$ cat config.mk
export PLATFORM = sky130hd
export DESIGN_NAME = uart_rx_engine
export DESIGN_NICKNAME = d
export VERILOG_FILES = /design/src/rtl/uart_rx_pkg.sv /design/src/rtl/uart_rx_sync.sv /design/src/rtl/uart_rx_deser.sv /design/src/rtl/uart_rx_fifo.sv /design/src/rtl/uart_rx_engine.sv
export SDC_FILE = /design/constraint.sdc
export NUM_CORES = 1
export LEC_CHECK = 0
export BUFFER_PORTS_ARGS = -buffer_cell sky130_fd_sc_hd__buf_2
export CAP_MARGIN = 40
export CORE_MARGIN = 2
export CORE_UTILIZATION = 50
export DETAILED_ROUTE_END_ITERATION = 12
export GPL_ROUTABILITY_DRIVEN = 1
export GPL_TIMING_DRIVEN = 0
export PLACE_DENSITY_LB_ADDON = 0.05
export SYNTH_ARGS = -nofsm -noshare
export SYNTH_HDL_FRONTEND = slang
export SYNTH_SLANG_ARGS = --single-unit
$ cat constraint.sdc
create_clock -name clk -period 7.5 [get_ports clk]
set_input_delay 0 -clock clk [delete_from_list [all_inputs] [get_ports clk]]
set_output_delay 0 -clock clk [all_outputs]
set_load 0.1 [all_outputs]
$ cat src/rtl/uart_rx_pkg.sv
package uart_rx_pkg;

   localparam int CHAR_W = 8;

   typedef enum logic [2:0] {
      ST_IDLE,
      ST_START,
      ST_DATA,
      ST_PAR,
      ST_STOP,
      ST_WAIT_HI,
      ST_BRK
   } rx_state_e;

   typedef struct packed {
      logic              brk;
      logic              ferr;
      logic              perr;
      logic [CHAR_W-1:0] data;
   } rx_entry_t;

   function automatic logic [3:0] width_bits(input logic [1:0] sel);
      return 4'd5 + {2'b00, sel};
   endfunction

endpackage

$ cat src/rtl/uart_rx_sync.sv
module uart_rx_sync #(
   parameter int   STAGES  = 2,
   parameter logic RST_VAL = 1'b1
) (
   input  logic clk,
   input  logic rst_n,
   input  logic d_in,
   output logic d_out
);

   generate
      if (STAGES < 2) begin : g_bad_stages
         $error("uart_rx_sync: STAGES must be at least 2");
      end
   endgenerate

   logic [STAGES-1:0] chain;

   generate
      for (genvar g = 0; g < STAGES; g++) begin : g_stage
         if (g == 0) begin : g_first
            always_ff @(posedge clk or negedge rst_n) begin
               if (!rst_n) chain[0] <= RST_VAL;
               else        chain[0] <= d_in;
            end
         end else begin : g_next
            always_ff @(posedge clk or negedge rst_n) begin
               if (!rst_n) chain[g] <= RST_VAL;
               else        chain[g] <= chain[g-1];
            end
         end
      end
   endgenerate

   assign d_out = chain[STAGES-1];

endmodule

$ cat src/rtl/uart_rx_deser.sv
module uart_rx_deser
   import uart_rx_pkg::*;
#(
   parameter int OVS = 16
) (
   input  logic        clk,
   input  logic        rst_n,
   input  logic        tick,
   input  logic        line,
   input  logic [1:0]  width_sel,
   input  logic        par_en,
   input  logic        par_odd,
   output logic        push,
   output rx_entry_t   entry,
   output logic        in_break
);

   localparam int TW   = $clog2(OVS);
   localparam int HALF = OVS / 2;

   generate
      if (OVS < 4 || (1 << TW) != OVS) begin : g_bad_ovs
         $error("uart_rx_deser: OVS must be a power of two, at least 4");
      end
   endgenerate

   localparam logic [TW-1:0] LAST_T = TW'(OVS - 1);
   localparam logic [TW-1:0] MID_T  = TW'(HALF - 1);

   rx_state_e         state;
   logic [TW-1:0]     tcnt;
   logic [2:0]        bit_idx;
   logic [CHAR_W-1:0] shreg;
   logic              pbit;
   logic              saw_one;

   logic [3:0]        nbits;
   logic [CHAR_W-1:0] aligned;
   logic              par_bad;
   logic              at_end;

   always_comb begin
      nbits   = width_bits(width_sel);
      aligned = shreg >> (4'd8 - nbits);
      par_bad = par_en & ((^aligned) ^ pbit ^ par_odd);
      at_end  = tick && (tcnt == LAST_T);
   end

   always_ff @(posedge clk or negedge rst_n) begin
      if (!rst_n) begin
         state   <= ST_IDLE;
         tcnt    <= '0;
         bit_idx <= '0;
         shreg   <= '0;
         pbit    <= 1'b0;
         saw_one <= 1'b0;
         push    <= 1'b0;
         entry   <= '0;
      end else begin
         push <= 1'b0;
         unique case (state)
            ST_IDLE: begin
               if (tick && !line) begin
                  state <= ST_START;
                  tcnt  <= '0;
               end
            end
            ST_START: begin
               if (tick) begin
                  if (tcnt == MID_T) begin
                     tcnt    <= '0;
                     bit_idx <= '0;
                     shreg   <= '0;
                     pbit    <= 1'b0;
                     saw_one <= 1'b0;
                     state   <= line ? ST_IDLE : ST_DATA;
                  end else begin
                     tcnt <= tcnt + 1'b1;
                  end
               end
            end
            ST_DATA: begin
               if (at_end) begin
                  tcnt    <= '0;
                  shreg   <= {line, shreg[CHAR_W-1:1]};
                  saw_one <= saw_one | line;
                  if ({1'b0, bit_idx} == nbits - 4'd1)
                     state <= par_en ? ST_PAR : ST_STOP;
                  else
                     bit_idx <= bit_idx + 1'b1;
               end else if (tick) begin
                  tcnt <= tcnt + 1'b1;
               end
            end
            ST_PAR: begin
               if (at_end) begin
                  tcnt    <= '0;
                  pbit    <= line;
                  saw_one <= saw_one | line;
                  state   <= ST_STOP;
               end else if (tick) begin
                  tcnt <= tcnt + 1'b1;
               end
            end
            ST_STOP: begin
               if (at_end) begin
                  tcnt <= '0;
                  push <= 1'b1;
                  if (!line && !saw_one) begin
                     entry <= '{brk: 1'b1, ferr: 1'b0, perr: 1'b0, data: '0};
                     state <= ST_BRK;
                  end else begin
                     entry <= '{brk: 1'b0, ferr: !line, perr: par_bad, data: aligned};
                     state <= line ? ST_IDLE : ST_WAIT_HI;
                  end
               end else if (tick) begin
                  tcnt <= tcnt + 1'b1;
               end
            end
            ST_WAIT_HI, ST_BRK: begin
               if (line) state <= ST_IDLE;
            end
            default: state <= ST_IDLE;
         endcase
      end
   end

   assign in_break = (state == ST_BRK);

   // a high level at the start recheck abandons the frame
   p_glitch_reject_r4: assert property (@(posedge clk) disable iff (!rst_n)
      (state == ST_START && tick && tcnt == MID_T && line) |=> (state == ST_IDLE && !push));

   // a break entry carries only the break flag and zero data
   p_break_clean_r6: assert property (@(posedge clk) disable iff (!rst_n)
      (push && entry.brk) |-> (entry.data == '0 && !entry.perr && !entry.ferr));

   // the break state is left only once the line is high
   p_break_hold_r6: assert property (@(posedge clk) disable iff (!rst_n)
      (state == ST_BRK && !line) |=> (state == ST_BRK));

   // an entry is produced only right after a tick
   p_push_on_tick_r10: assert property (@(posedge clk) disable iff (!rst_n)
      push |-> $past(tick));

   // stored data never has bits above the selected width
   p_width_zero_r2: assert property (@(posedge clk) disable iff (!rst_n)
      (push && !entry.brk) |-> ((entry.data >> nbits) == '0));

endmodule

$ cat src/rtl/uart_rx_fifo.sv
module uart_rx_fifo #(
   parameter int DEPTH = 64,
   parameter int W     = 11,
   localparam int AW   = $clog2(DEPTH),
   localparam int CW   = AW + 1
) (
   input  logic         clk,
   input  logic         rst_n,
   input  logic         push,
   input  logic [W-1:0] wdata,
   input  logic         pop,
   output logic [W-1:0] rdata,
   output logic         empty,
   output logic         full,
   output logic [CW-1:0] count,
   output logic         overrun
);

   generate
      if (DEPTH < 2 || (1 << AW) != DEPTH) begin : g_bad_depth
         $error("uart_rx_fifo: DEPTH must be a power of two, at least 2");
      end
   endgenerate

   localparam logic [CW-1:0] FULL_CNT = CW'(DEPTH);

   logic [W-1:0]  mem [DEPTH];
   logic [AW-1:0] wptr, rptr;
   logic          do_pop, accept;

   assign empty  = (count == '0);
   assign full   = (count == FULL_CNT);
   assign do_pop = pop && !empty;
   assign accept = push && (!full || do_pop);
   assign rdata  = mem[rptr];

   always_ff @(posedge clk) begin
      if (accept) mem[wptr] <= wdata;
   end

   always_ff @(posedge clk or negedge rst_n) begin
      if (!rst_n) begin
         wptr    <= '0;
         rptr    <= '0;
         count   <= '0;
         overrun <= 1'b0;
      end else begin
         if (accept) wptr <= wptr + 1'b1;
         if (do_pop) rptr <= rptr + 1'b1;
         unique case ({accept, do_pop})
            2'b10:   count <= count + 1'b1;
            2'b01:   count <= count - 1'b1;
            default: count <= count;
         endcase
         if (push && !accept) overrun <= 1'b1;
         else if (do_pop)     overrun <= 1'b0;
      end
   end

   // occupancy never exceeds the depth
   p_no_overflow_r7: assert property (@(posedge clk) disable iff (!rst_n)
      count <= FULL_CNT);

   // a push into a full queue with no read is dropped and flagged
   p_drop_when_full_r8: assert property (@(posedge clk) disable iff (!rst_n)
      (push && full && !pop) |=> (overrun && full));

   // reading the last entry empties the queue
   p_last_read_r7: assert property (@(posedge clk) disable iff (!rst_n)
      (pop && count == CW'(1) && !push) |=> empty);

   // a read clears the loss flag unless a new loss happens at once
   p_overrun_clear_r8: assert property (@(posedge clk) disable iff (!rst_n)
      (pop && !empty && !push) |=> !overrun);

endmodule

$ cat src/rtl/uart_rx_engine.sv
module uart_rx_engine
   import uart_rx_pkg::*;
#(
   parameter int FIFO_DEPTH  = 64,
   parameter int OVS         = 16,
   parameter int SYNC_STAGES = 2,
   localparam int CNT_W      = $clog2(FIFO_DEPTH) + 1
) (
   input  logic             clk,
   input  logic             rst_n,
   input  logic             rx_pin,
   input  logic             tx_loop,
   input  logic             loop_en,
   input  logic             tick16,
   input  logic [1:0]       width_sel,
   input  logic             par_en,
   input  logic             par_odd,
   input  logic             rd_en,
   output logic [7:0]       rd_data,
   output logic             rd_perr,
   output logic             rd_ferr,
   output logic             rd_brk,
   output logic             fifo_empty,
   output logic             fifo_full,
   output logic [CNT_W-1:0] fifo_count,
   output logic             overrun,
   output logic             line_break
);

   localparam int ENTRY_W = $bits(rx_entry_t);

   logic      raw_line, line_s;
   logic      push;
   rx_entry_t wr_entry, head;

   assign raw_line = loop_en ? tx_loop : rx_pin;

   uart_rx_sync #(.STAGES(SYNC_STAGES), .RST_VAL(1'b1)) u_sync (
      .clk   (clk),
      .rst_n (rst_n),
      .d_in  (raw_line),
      .d_out (line_s)
   );

   uart_rx_deser #(.OVS(OVS)) u_deser (
      .clk       (clk),
      .rst_n     (rst_n),
      .tick      (tick16),
      .line      (line_s),
      .width_sel (width_sel),
      .par_en    (par_en),
      .par_odd   (par_odd),
      .push      (push),
      .entry     (wr_entry),
      .in_break  (line_break)
   );

   uart_rx_fifo #(.DEPTH(FIFO_DEPTH), .W(ENTRY_W)) u_fifo (
      .clk     (clk),
      .rst_n   (rst_n),
      .push    (push),
      .wdata   (wr_entry),
      .pop     (rd_en),
      .rdata   (head),
      .empty   (fifo_empty),
      .full    (fifo_full),
      .count   (fifo_count),
      .overrun (overrun)
   );

   assign rd_data = head.data;
   assign rd_perr = head.perr;
   assign rd_ferr = head.ferr;
   assign rd_brk  = head.brk;

   // the two status flags are never both set
   p_flags_exclusive_r7: assert property (@(posedge clk) disable iff (!rst_n)
      !(fifo_empty && fifo_full));

endmodule

== Word level (Yosys, flattened, before mapping) ==
Memory sizes are Yosys's and may differ from the RTL's.
Cells that the tools add are included.

* Add/subtract/negate cells: 9
* Equality and inequality tests: 23
* Shift-type cells: 1
* Muxes and demuxes: 43
* Bitwise logic cells: 4
* Reduce and logical (&&, ||, !) cells: 31

{| class="wikitable"
|+ Operators with widths
! kind !! count
|-
| 3-bit 2-to-1 mux || 15
|-
| 8-bit 2-to-1 mux || 3
|-
| 4-bit 2-to-1 mux || 5
|-
| 3-bit one-hot mux with 6 select lines || 1
|-
| 8-bit one-hot mux with 2 select lines || 1
|-
| 4-bit AND reduction || 4
|-
| 2-bit by 1-bit != test with 1-bit output (second input constant) || 7
|-
| 7-bit one-hot mux with 2 select lines || 1
|-
| 6-bit by 1-bit adder with 6-bit output (second input constant) || 2
|-
| 4-bit one-hot mux with 3 select lines || 1
|-
| 1-bit 2-to-1 mux || 11
|-
| 11-bit 2-to-1 mux || 1
|-
| 2-bit nonzero test || 5
|-
| 3-bit equality test (second input constant) || 3
|-
| 8-bit AND reduction || 1
|-
| 8-bit parity || 1
|-
| 8-bit by 4-bit right shift with 8-bit output || 1
|-
| 7-bit by 1-bit adder with 7-bit output (second input constant) || 1
|-
| 7-bit equality test (second input constant) || 1
|-
| 7-bit zero test || 1
|-
| 7-bit by 1-bit subtractor with 7-bit output (second input constant) || 1
|-
| 3-bit by 2-bit equality test with 1-bit output (second input constant) || 2
|-
| 1-bit logical AND || 6
|-
| 2-bit != test (second input constant) || 3
|-
| other kinds (26) || 33
|}

* Register bits after elaboration: 54
* Memory bits (writable): 704
* Input bits: 11
* Output and inout port bits: 22
* Memories: 1

{| class="wikitable"
|+ Memories
! memory !! depth !! width !! read ports !! clocked after Yosys merged registers in !! wr ports !! line !! source
|-
| u_fifo.mem || 64 || 11 || 1 || 0 || 1 || uart_rx_fifo.sv:27 || <nowiki>logic [W-1:0] mem [DEPTH];</nowiki>
|}

== Logic depth before layout (Yosys ltp) ==
Gate-level depths: netlist (run 1).

* Depth in word-level cells: 8
* Mapped depth: 11
* Mapped depth without buffers: 11

== By module ==
From an unflattened synthesis (run 1), not the netlist that was laid out.

* Cell total of the unflattened synthesis: 1588
* Area, all modules: 30317.8 um^2

{| class="wikitable"
|+ By module, submodules not included
! module !! instances !! cells each !! area each (um^2) !! seq. area each (um^2)
|-
| uart_rx_fifo || 1 || 1386 || 28412.2 || 21640.8
|-
| uart_rx_deser || 1 || 199 || 1838.0 || 800.8
|-
| uart_rx_sync || 1 || 2 || 52.6 || 52.6
|-
| uart_rx_engine || 1 || 1 || 15.0 || 0.0
|}

== Worst setup path after synthesis (run 1) ==
Ideal clock, no wire load.

* Path type: flip-flop to flip-flop
* Start: reg u_fifo.count[1]
* End: reg u_fifo.count[6]
* Setup time: 136 ps
* Arrival: 3315 ps
* Data required time: 7364 ps
* Path slack: 4049 ps
* Cell stages (with the launch flop): 11
* Path buffers: 0
* Clock period less this slack: 3451 ps
* Path through: dfrtp_1 nor4_1 a31oi_1 nor2b_1 ha_1 nor2b_1 o21ai_0 a21oi_1 or2_2 o221ai_1 o211ai_1

* Cells in the longest elaborated chain, start to end: 7

{| class="wikitable"
|+ RTL lines
! element !! line !! source
|-
| from (decl) || uart_rx_fifo.sv:15 || <nowiki>output logic [CW-1:0] count,</nowiki>
|-
| from (signal assigned) || uart_rx_fifo.sv:51 || <nowiki>2'b10: count <= count + 1'b1;</nowiki>
|-
| from (signal assigned) || uart_rx_fifo.sv:52 || <nowiki>2'b01: count <= count - 1'b1;</nowiki>
|-
| from (signal assigned) || uart_rx_fifo.sv:53 || <nowiki>default: count <= count;</nowiki>
|-
| 7-bit zero test || uart_rx_fifo.sv:31 || <nowiki>assign empty = (count == '0);</nowiki>
|-
| 1-bit zero test || uart_rx_fifo.sv:33 || <nowiki>assign do_pop = pop && !empty;</nowiki>
|-
| 1-bit logical AND || uart_rx_fifo.sv:33 ||
|-
| 1-bit logical OR || uart_rx_fifo.sv:34 || <nowiki>assign accept = push && (!full || do_pop);</nowiki>
|-
| 1-bit logical AND || uart_rx_fifo.sv:34 ||
|-
| 2-bit by 1-bit equality test with 1-bit output or 2-bit equality test (tied branches) || uart_rx_fifo.sv:50 || <nowiki>unique case ({accept, do_pop})</nowiki>
|-
| 7-bit one-hot mux with 2 select lines or 2-bit nonzero test (tied branches) || -- ||
|}

Parallel ways exist; a longest one is shown, timed or not.
A chain may end at the register's enable or synchronous reset.

== Worst setup path in the final report (run 1) ==
* Start: reg u_fifo.rptr[1]
* End: out rd_data[6]

* Cells in the longest elaborated chain, start to end: 1

{| class="wikitable"
|+ RTL lines
! element !! line !! source
|-
| from (decl) || uart_rx_fifo.sv:28 || <nowiki>logic [AW-1:0] wptr, rptr;</nowiki>
|-
| from (signal assigned) || uart_rx_fifo.sv:49 || <nowiki>if (do_pop) rptr <= rptr + 1'b1;</nowiki>
|-
| memory read 64 x 11 bit || -- ||
|-
| to (decl) || uart_rx_engine.sv:19 || <nowiki>output logic [7:0] rd_data,</nowiki>
|}

Every way passes these cells.

==> impl_summary.log, run 1 <==
INFO  metric run_status = finished clean
INFO  metric powerDensity = 328 nW/um^2
INFO  metric cts_made_buffers = 78
INFO  metric synth_top_flop_cell = edfxtp_1
INFO  metric syn-mean-instance-area = between 20 and 25 um^2
INFO  metric cp.depth = 9
INFO  metric global_route.usage.total = 0.233
INFO  metric num_vias = roughly 15k
INFO  metric synthArstFlopShare = 0.0712
INFO  metric io_buffers = 32
INFO  metric remaining_drc_errors = 0
INFO  metric multi_input_comb_area = just over 7000 um^2
INFO  metric post_cts_setup_buffer_count = 0
INFO  metric comb_power_share = 0.246
INFO  metric r2r_setup_slack = about 4100 ps
INFO  metric initial_antenna_violation_count = 2
INFO  metric setup.worst_path.start_class = register
INFO  metric die_width = about 250 um
INFO  metric hold_class = in2reg
INFO  metric grt_max_degree = 45
INFO  metric finalMaxSlewViolations = 0
INFO  metric design.final.nets = around 1.6k
INFO  metric max-slew-margin-rel = 0.379
INFO  metric worst-path-buf-inv = 4
INFO  metric fmax = about 0.21 GHz
INFO  metric finalHoldViolations = 0
INFO  metric final.period_utilization = 0.622
INFO  metric htreeDepth = 3
INFO  metric p_seq_frac = 0.418
INFO  metric cellLeakagePower = approximately 0.012 uW
INFO  metric routed_via_density = 5.95
INFO  metric antenna_diodes = 0
INFO  metric number_of_routed_nets_with_antenna_violations = 0
INFO  metric drt_pre_antenna_iters = 5
INFO  metric worst_skew_pair_later_pin_latency = ~620 ps
INFO  metric layout-drive-gt1-share = 0.303
INFO  metric place.detailed.instances = roughly 2.3k
INFO  metric number_of_global_route_vias_before_repair = 15.0k
INFO  metric synth_nets = roughly 1.4k
INFO  metric finClkSkew = about 18 ps
INFO  metric netlist_instances = approximately 1.4k
INFO  metric clockBufferDepth = 3
INFO  metric r2r_cells = 7
INFO  metric final_cell_area = about 35000 um^2
INFO  metric fin_tns_setup = 0 ps
INFO  metric critical-path-slowest-cell = buf_1
INFO  metric synth_area = ~30000 um^2
INFO  metric floorplan.initialDensity = 0.507
INFO  metric drt-initial-drc-count = between 1k and 1.5k
INFO  metric setup_viol_count_final = 0
INFO  metric cts.reportedPaths.clkPinSlew = about 60 ps
INFO  metric place_congestion = between 0.7 and 0.8
INFO  metric cp_cell_sequence = clkbuf_1 -> clkbuf_1 -> buf_1 -> mux4_2 -> mux4_2 -> mux2_2 -> nand2_1 -> o21ai_1 -> buf_2
INFO  metric synth.distinct_cells = 50
INFO  metric synth_to_final_area_change = 15.5%
INFO  metric floorplan.rows = just under 90
INFO  metric synth-edff-count = 704
INFO  metric critical_path.endpoint_type = output pin
INFO  metric cts_tree = yes
INFO  metric register_area = between 20000 and 25000 um^2
INFO  metric top_fanout_value_on_the_critical_path = 10
INFO  metric max-cap-violations = 0
INFO  metric io_pins = 33
INFO  metric clock_power_share = 0.335
INFO  metric required_arrival_time_at_the_worst_endpoint = ~7500 ps
INFO  metric fillerInstances = 4294
INFO  metric cp.arrival = 4670 ps
INFO  metric ir_drop = roughly 0.00020 V
INFO  metric cts_root_buffer = clkbuf_16
INFO  metric crit_family = buffers and inverters
INFO  metric synth.yosys.seq_area_share = 0.751
INFO  metric slowest_stage_delay_on_critical_path = between 700 and 800 ps
INFO  metric finalHoldWorstSlack = between 150 and 200 ps
INFO  metric worst_pin_slew = 931 ps
INFO  metric switching_power = ~3400 uW
INFO  metric min_delay_path_depth = 3
INFO  metric core-area = between 50000 and 60000 um^2
INFO  metric finalWirelength = roughly 70000 um
INFO  metric cts_num_sinks = 758
INFO  metric placement.cell_area = 32000 um^2
INFO  metric crit_type = reg2out
INFO  metric yosys_register_bits = roughly 760
INFO  metric cell_internal_pwr = slightly below 8000 uW
INFO  metric dp_hpwl = roughly 48000 um
INFO  metric swShare = 0.303
INFO  metric setup_repair_after_global_routing_missed_its_margin = false
INFO  metric wl_cell = 28.7 um
INFO  metric grt_pass1_wl = slightly above 100000 um
INFO  metric synth-warning-count = 0
INFO  metric finalWorstPathRequiredPeriod = 4670 ps
INFO  metric overflow = 0
INFO  metric report.power.total = roughly 11000 uW
INFO  metric finalNonFillerCells = between 2k and 2.5k
INFO  metric floorplan.die_area = around 62000 um^2
INFO  metric die_y = ~250 um
-- stage by stage --
| stage | util | setup WS (ps) |
|---|---|---|
| final | 0.585 | 2830 |
| after global routing | 0.585 | 2740 |
| after CTS | 0.585 | 2820 |
| after detailed placement | 0.541 | 3500 |
| after global placement | 0.526 | 3460 |
| after floorplan | - | 4050 |
-- synthesized netlist by cell type, drive strengths merged, types with 3 or more instances --
cell    instances  area (um^2)
mux2           18          203
o211ai          4         30.0
mux2i          16          160
a21oi          11         55.1
xor2            8         70.1
a21o            5         37.5
dfrtp          52         1300
inv            18         67.6
mux4          222         5000
a22o           11         96.3
nor2b           4         25.0
ha              9          113
nor3            4         20.0
nor2           82          308
clkbuf         39          146
buf            34          183
edfxtp        704        21100
nand4           4         25.0
nor3b           3         22.5
or3             4         25.0
nand2b          3         18.8
nand3          12         60.1
xnor2          21          184
nand2          51          191
o21ai          37          185
a31oi           4         25.0
-- kinds of logic after synthesis --
logic type | Yosys count | synth area share
fa+ha+maj | 10 | 0.00443
buf+inv | 91 | 0.0132
simple gates | 177 | 0.0256
mux | 256 | 0.179
flops | 758 | 0.751
xor+xnor | 29 | 0.00848
compound gates | 86 | 0.0183
-- layout make-up --
type	count	area share
buffer	73	0.00951
clock buffer	99	0.0617
clock inverter	43	0.0106
inverter	18	0.00195
multi-input combinational	558	0.204
sequential	758	0.650
tap	773	0.0279
timing repair buffer	124	0.0337
-- power by group through the flow --
stage / combinational, uW / clock [uW] / sequential, uW
final: 2790 / 3800 / 4740
after global routing: 2970 / 4040 / 4750
after CTS: 2840 / 3870 / 4740
after detailed placement: 2820 / 0 / 4830
after global placement: 2740 / 0 / 4860
after floorplan: 1900 / 0 / 4950
-- repair_timing --
item / 4_1_cts / 5_1_grt
hold buffers: 10 / 0
gates resized for setup: 0 / 0
hold endpoints to repair: 76 / 0
-- final timing paths --
path / startpoint / endpoint
max: u_fifo.rptr[1] / rd_data[6]
max reg2reg: u_fifo.count[1] / u_fifo.mem[35][8]
max in group asynchronous: rst_n / u_deser.entry[7]
min: tx_loop / u_sync.chain[0]
min in group asynchronous: rst_n / u_sync.d_out
min reg2reg: u_sync.chain[0] / u_sync.d_out
-- state kept, by name (all words and copies together) (netlist names) --
name / flops
u_deser.tcnt: 4
u_fifo.mem: 704
u_fifo.count: 7
u_sync.d_out: 1
u_fifo.wptr: 6
u_deser.state: 3
u_deser.saw_one: 1
u_sync.chain: 1
u_deser.push: 1
u_fifo.overrun: 1
u_deser.pbit: 1
u_deser.shreg: 8
u_deser.bit_idx: 3
u_deser.entry: 11
u_fifo.rptr: 6
-- worst min-delay path, delay by kind of cell --
kind     cells  cell delay (ps)
mux          1              130
buf+inv      2              610
-- layout by cell type (no fill, tap or decap), drive strengths merged, types with 5 or more instances in the layout --
master	synthesis	layout
edfxtp	704	704
mux4	222	222
buf	34	149
clkbuf	39	138
nor2	82	82
dfrtp	52	52
nand2	51	51
o21ai	37	37
clkinv	0	35
xnor2	21	21
inv	18	20
mux2	18	18
mux2i	16	16
nand3	12	12
a22o	11	11
a21oi	11	11
ha	9	9
dlygate4sd3	0	9
xor2	8	8
bufinv	0	6
a21o	5	5
-- routing by layer --
metal | track usage | wire, um | share of wire
met5 | 0 | 0 | 0
met4 | 0.0708 | 1630 | 0.023
met3 | 0.0489 | 4910 | 0.070
met2 | 0.381 | 34700 | 0.49
met1 | 0.319 | 29000 | 0.41
Note: power is estimated with default switching activity, not from simulation.
==> run 2, diff against run 1 <==
clock period = 4.7 ns   (was 7.5 ns; I/O delays follow)
==> impl_summary.log, run 2 (synthesis results as in run 1) <==
INFO  metric run_status = finished clean (unchanged)
INFO  metric finalWirelength = 70200 um (about the same)
INFO  metric overflow = 0 (unchanged)
INFO  metric worst_slack = 107 ps (was 2830 ps)
INFO  metric comb_power_share = 0.246 (about the same)
INFO  metric worst_pin_slew = 904 ps (was 931 ps)
INFO  metric finalMaxSlewViolations = 0 (unchanged)
INFO  metric finalHoldViolations = 0 (unchanged)
INFO  metric max-slew-margin-rel = 0.397 (was 0.379)
INFO  metric cts_made_buffers = 78 (unchanged)
INFO  metric layout-drive-gt1-share = 0.304 (was 0.303)
INFO  metric fmax = between 0.2 and 0.25 GHz
INFO  metric finClkSkew = 18.1 ps (about the same)
INFO  metric largest_register_ffs = 704 (unchanged)
INFO  metric finalWorstPathRequiredPeriod = between 4000 and 5000 ps
INFO  metric global_route.usage.total = 0.233 (unchanged)
INFO  metric routed_via_density = 5.95 (unchanged)
INFO  metric floorplan.rows = 89 (unchanged)
INFO  metric ir_drop = 0.000327 V (was 0.000205 V)
INFO  metric grt_max_degree = 45 (unchanged)
INFO  metric floorplan.initialDensity = 0.507 (unchanged)
INFO  metric drt-initial-drc-count = 1199 (unchanged)
INFO  metric clock_power_share = 0.335 (about the same)
INFO  metric cts.reportedPaths.clkPinSlew = 60 ps (about the same)
INFO  metric io_pins = 33 (unchanged)
INFO  metric drt_pre_antenna_iters = 5 (unchanged)
INFO  metric p_seq_frac = 0.418 (about the same)
INFO  metric cell_internal_pwr = 12600 uW (was 7900 uW)
INFO  metric grt_pass1_wl = 103000 um (unchanged)
INFO  metric worst_skew_pair_later_pin_latency = 620 ps (about the same)
INFO  metric dp_hpwl = 47900 um (unchanged)
INFO  metric final.period_utilization = 0.977
INFO  metric synth_to_final_area_change = 15.5% (about the same)
INFO  metric die_width = 249 um (unchanged)
INFO  metric regMostFlops = u_fifo.mem (unchanged)
INFO  metric setup.worst_path.start_class = register (unchanged)
INFO  metric number_of_global_route_vias_before_repair = 15.0k (unchanged)
INFO  metric crit_type = reg2out (unchanged)
INFO  metric max-cap-violations = 0 (unchanged)
INFO  metric mostFrequentLayoutCells = edfxtp_1 (704), mux4_2 (222), nor2_1 (82), clkbuf_16 (82), clkbuf_1 (54) (unchanged)
INFO  metric cts_root_buffer = clkbuf_16 (unchanged)
INFO  metric post_cts_setup_buffer_count = 0 (unchanged)
INFO  metric hold_class = in2reg (unchanged)
INFO  metric floorplan.die_area = 61900 um^2 (unchanged)
INFO  metric switching_power = 5480 uW (was 3430 uW)
INFO  metric htreeDepth = 3 (unchanged)
INFO  metric critical_path.endpoint_type = output pin (unchanged)
INFO  metric swShare = 0.303 (about the same)
INFO  metric setup_viol_count_final = 0 (unchanged)
INFO  metric required_arrival_time_at_the_worst_endpoint = 4700 ps (was 7500 ps)
INFO  metric place_congestion = 0.775 (unchanged)
INFO  metric cp.arrival = 4590 ps (was 4670 ps)
INFO  metric cts_num_sinks = 758 (unchanged)
INFO  metric antenna_diodes = 0 (unchanged)
INFO  metric fin_tns_setup = 0 ps (unchanged)
INFO  metric top_regs = u_fifo.mem: 704 flops, u_deser.entry: 11 flops, u_deser.shreg: 8 flops (unchanged)
INFO  metric number_of_routed_nets_with_antenna_violations = 0 (unchanged)
INFO  metric report.power.total = 18100 uW (was 11300 uW)
INFO  metric die_y = 249 um (unchanged)
INFO  metric clockBufferDepth = 3 (unchanged)
INFO  metric powerDensity = 523 nW/um^2 (was 328 nW/um^2)
INFO  metric cellLeakagePower = 0.0118 uW (about the same)
INFO  metric setup_repair_after_global_routing_missed_its_margin = false (unchanged)
INFO  metric final_common_cell = edfxtp_1 (unchanged)
INFO  metric num_vias = 14.5k (unchanged)
INFO  metric top_fanout_value_on_the_critical_path = 10 (unchanged)
INFO  metric design.final.nets = 1632 (unchanged)
INFO  metric cts_tree = yes (unchanged)
INFO  metric core-area = 59100 um^2 (unchanged)
INFO  metric io_buffers = 32 (unchanged)
INFO  metric pre_cts_slack = 696 ps (was 3500 ps)
INFO  metric wl_cell = 28.7 um (about the same)
INFO  metric remaining_drc_errors = 0 (unchanged)
INFO  metric initial_antenna_violation_count = 2 (unchanged)
[run 2: cell count changes in the layout (fill, tap and decap cells not counted), sizes merged]
| cell | before | now |
|---|---|---|
| buf | 149 | 148 |
| clkbuf | 138 | 139 |
[run 2: power by group through the flow]
stage	sequential [uW]	clock [uW]	combinational, uW
after floorplan	7900	0	3040
after global placement	7750	0	4370
after detailed placement	7710	0	4510
after CTS	7570	6170	4530
after global routing	7580	6440	4740
final	7570	6060	4460
[run 2: metal layers]
| metal | global-route usage | up-vias | part of all wire |
|---|---|---|---|
| li1 | - | 6245 | - |
| met1 | 0.319 | 7748 | 0.41 |
| met2 | 0.381 | 455 | 0.49 |
| met3 | 0.0489 | 94 | 0.070 |
| met4 | 0.0708 | 0 | 0.023 |
| met5 | 0 | - | 0 |
[run 2: final timing paths]
kind                            cells past startpoint       startpoint           endpoint  slack, ps
worst max-delay path                                8   u_fifo.rptr[1]         rd_data[4]        110
worst min-delay path                                3          tx_loop    u_sync.chain[0]        180
worst max register to register                      7  u_fifo.count[1]  u_fifo.mem[35][8]       1260
worst min register to register                      0  u_sync.chain[0]       u_sync.d_out        360
max in group asynchronous                           4            rst_n   u_deser.entry[7]       3950
min in group asynchronous                           3            rst_n       u_sync.d_out        550
[run 2: critical path: stages, from the launching register on]
cell	delay, ps
dfrtp_1	350
clkbuf_1	360
clkbuf_1	690
clkbuf_1	750
mux4_2	420
mux4_2	540
mux2i_1	280
o21ai_1	200
buf_2	360
[run 2: through the flow]
stage / hold slack, ps / instances / util / instance area (um^2)
2_1_floorplan: -296 / 1407 / - / 30000
3_3_place_gp: 241 / 2212 / 0.526 / 31100
3_5_place_dp: 61.9 / 2294 / 0.541 / 32000
4_1_cts: 134 / 2446 / 0.585 / 34600
5_1_grt: 175 / 2446 / 0.585 / 34600
6_report: 176 / 2446 / 0.585 / 34600
[run 2: area by class of cell]
class	count	area, um^2
Clock inverter	43	367
Tap cell	773	967
Multi-Input combinational cell	558	7060
Sequential cell	758	22500
Buffer	73	330
Inverter	18	67.6
Fill cell	4293	24500
Clock buffer	99	2140
Timing Repair Buffer	124	1170
[run 2: repair_timing]
item / CTS / global route
hold endpoints to repair: 76 / 0
setup endpoints to repair: 0 / 8
resized for setup: 0 / 2
hold buffers: 10 / 0
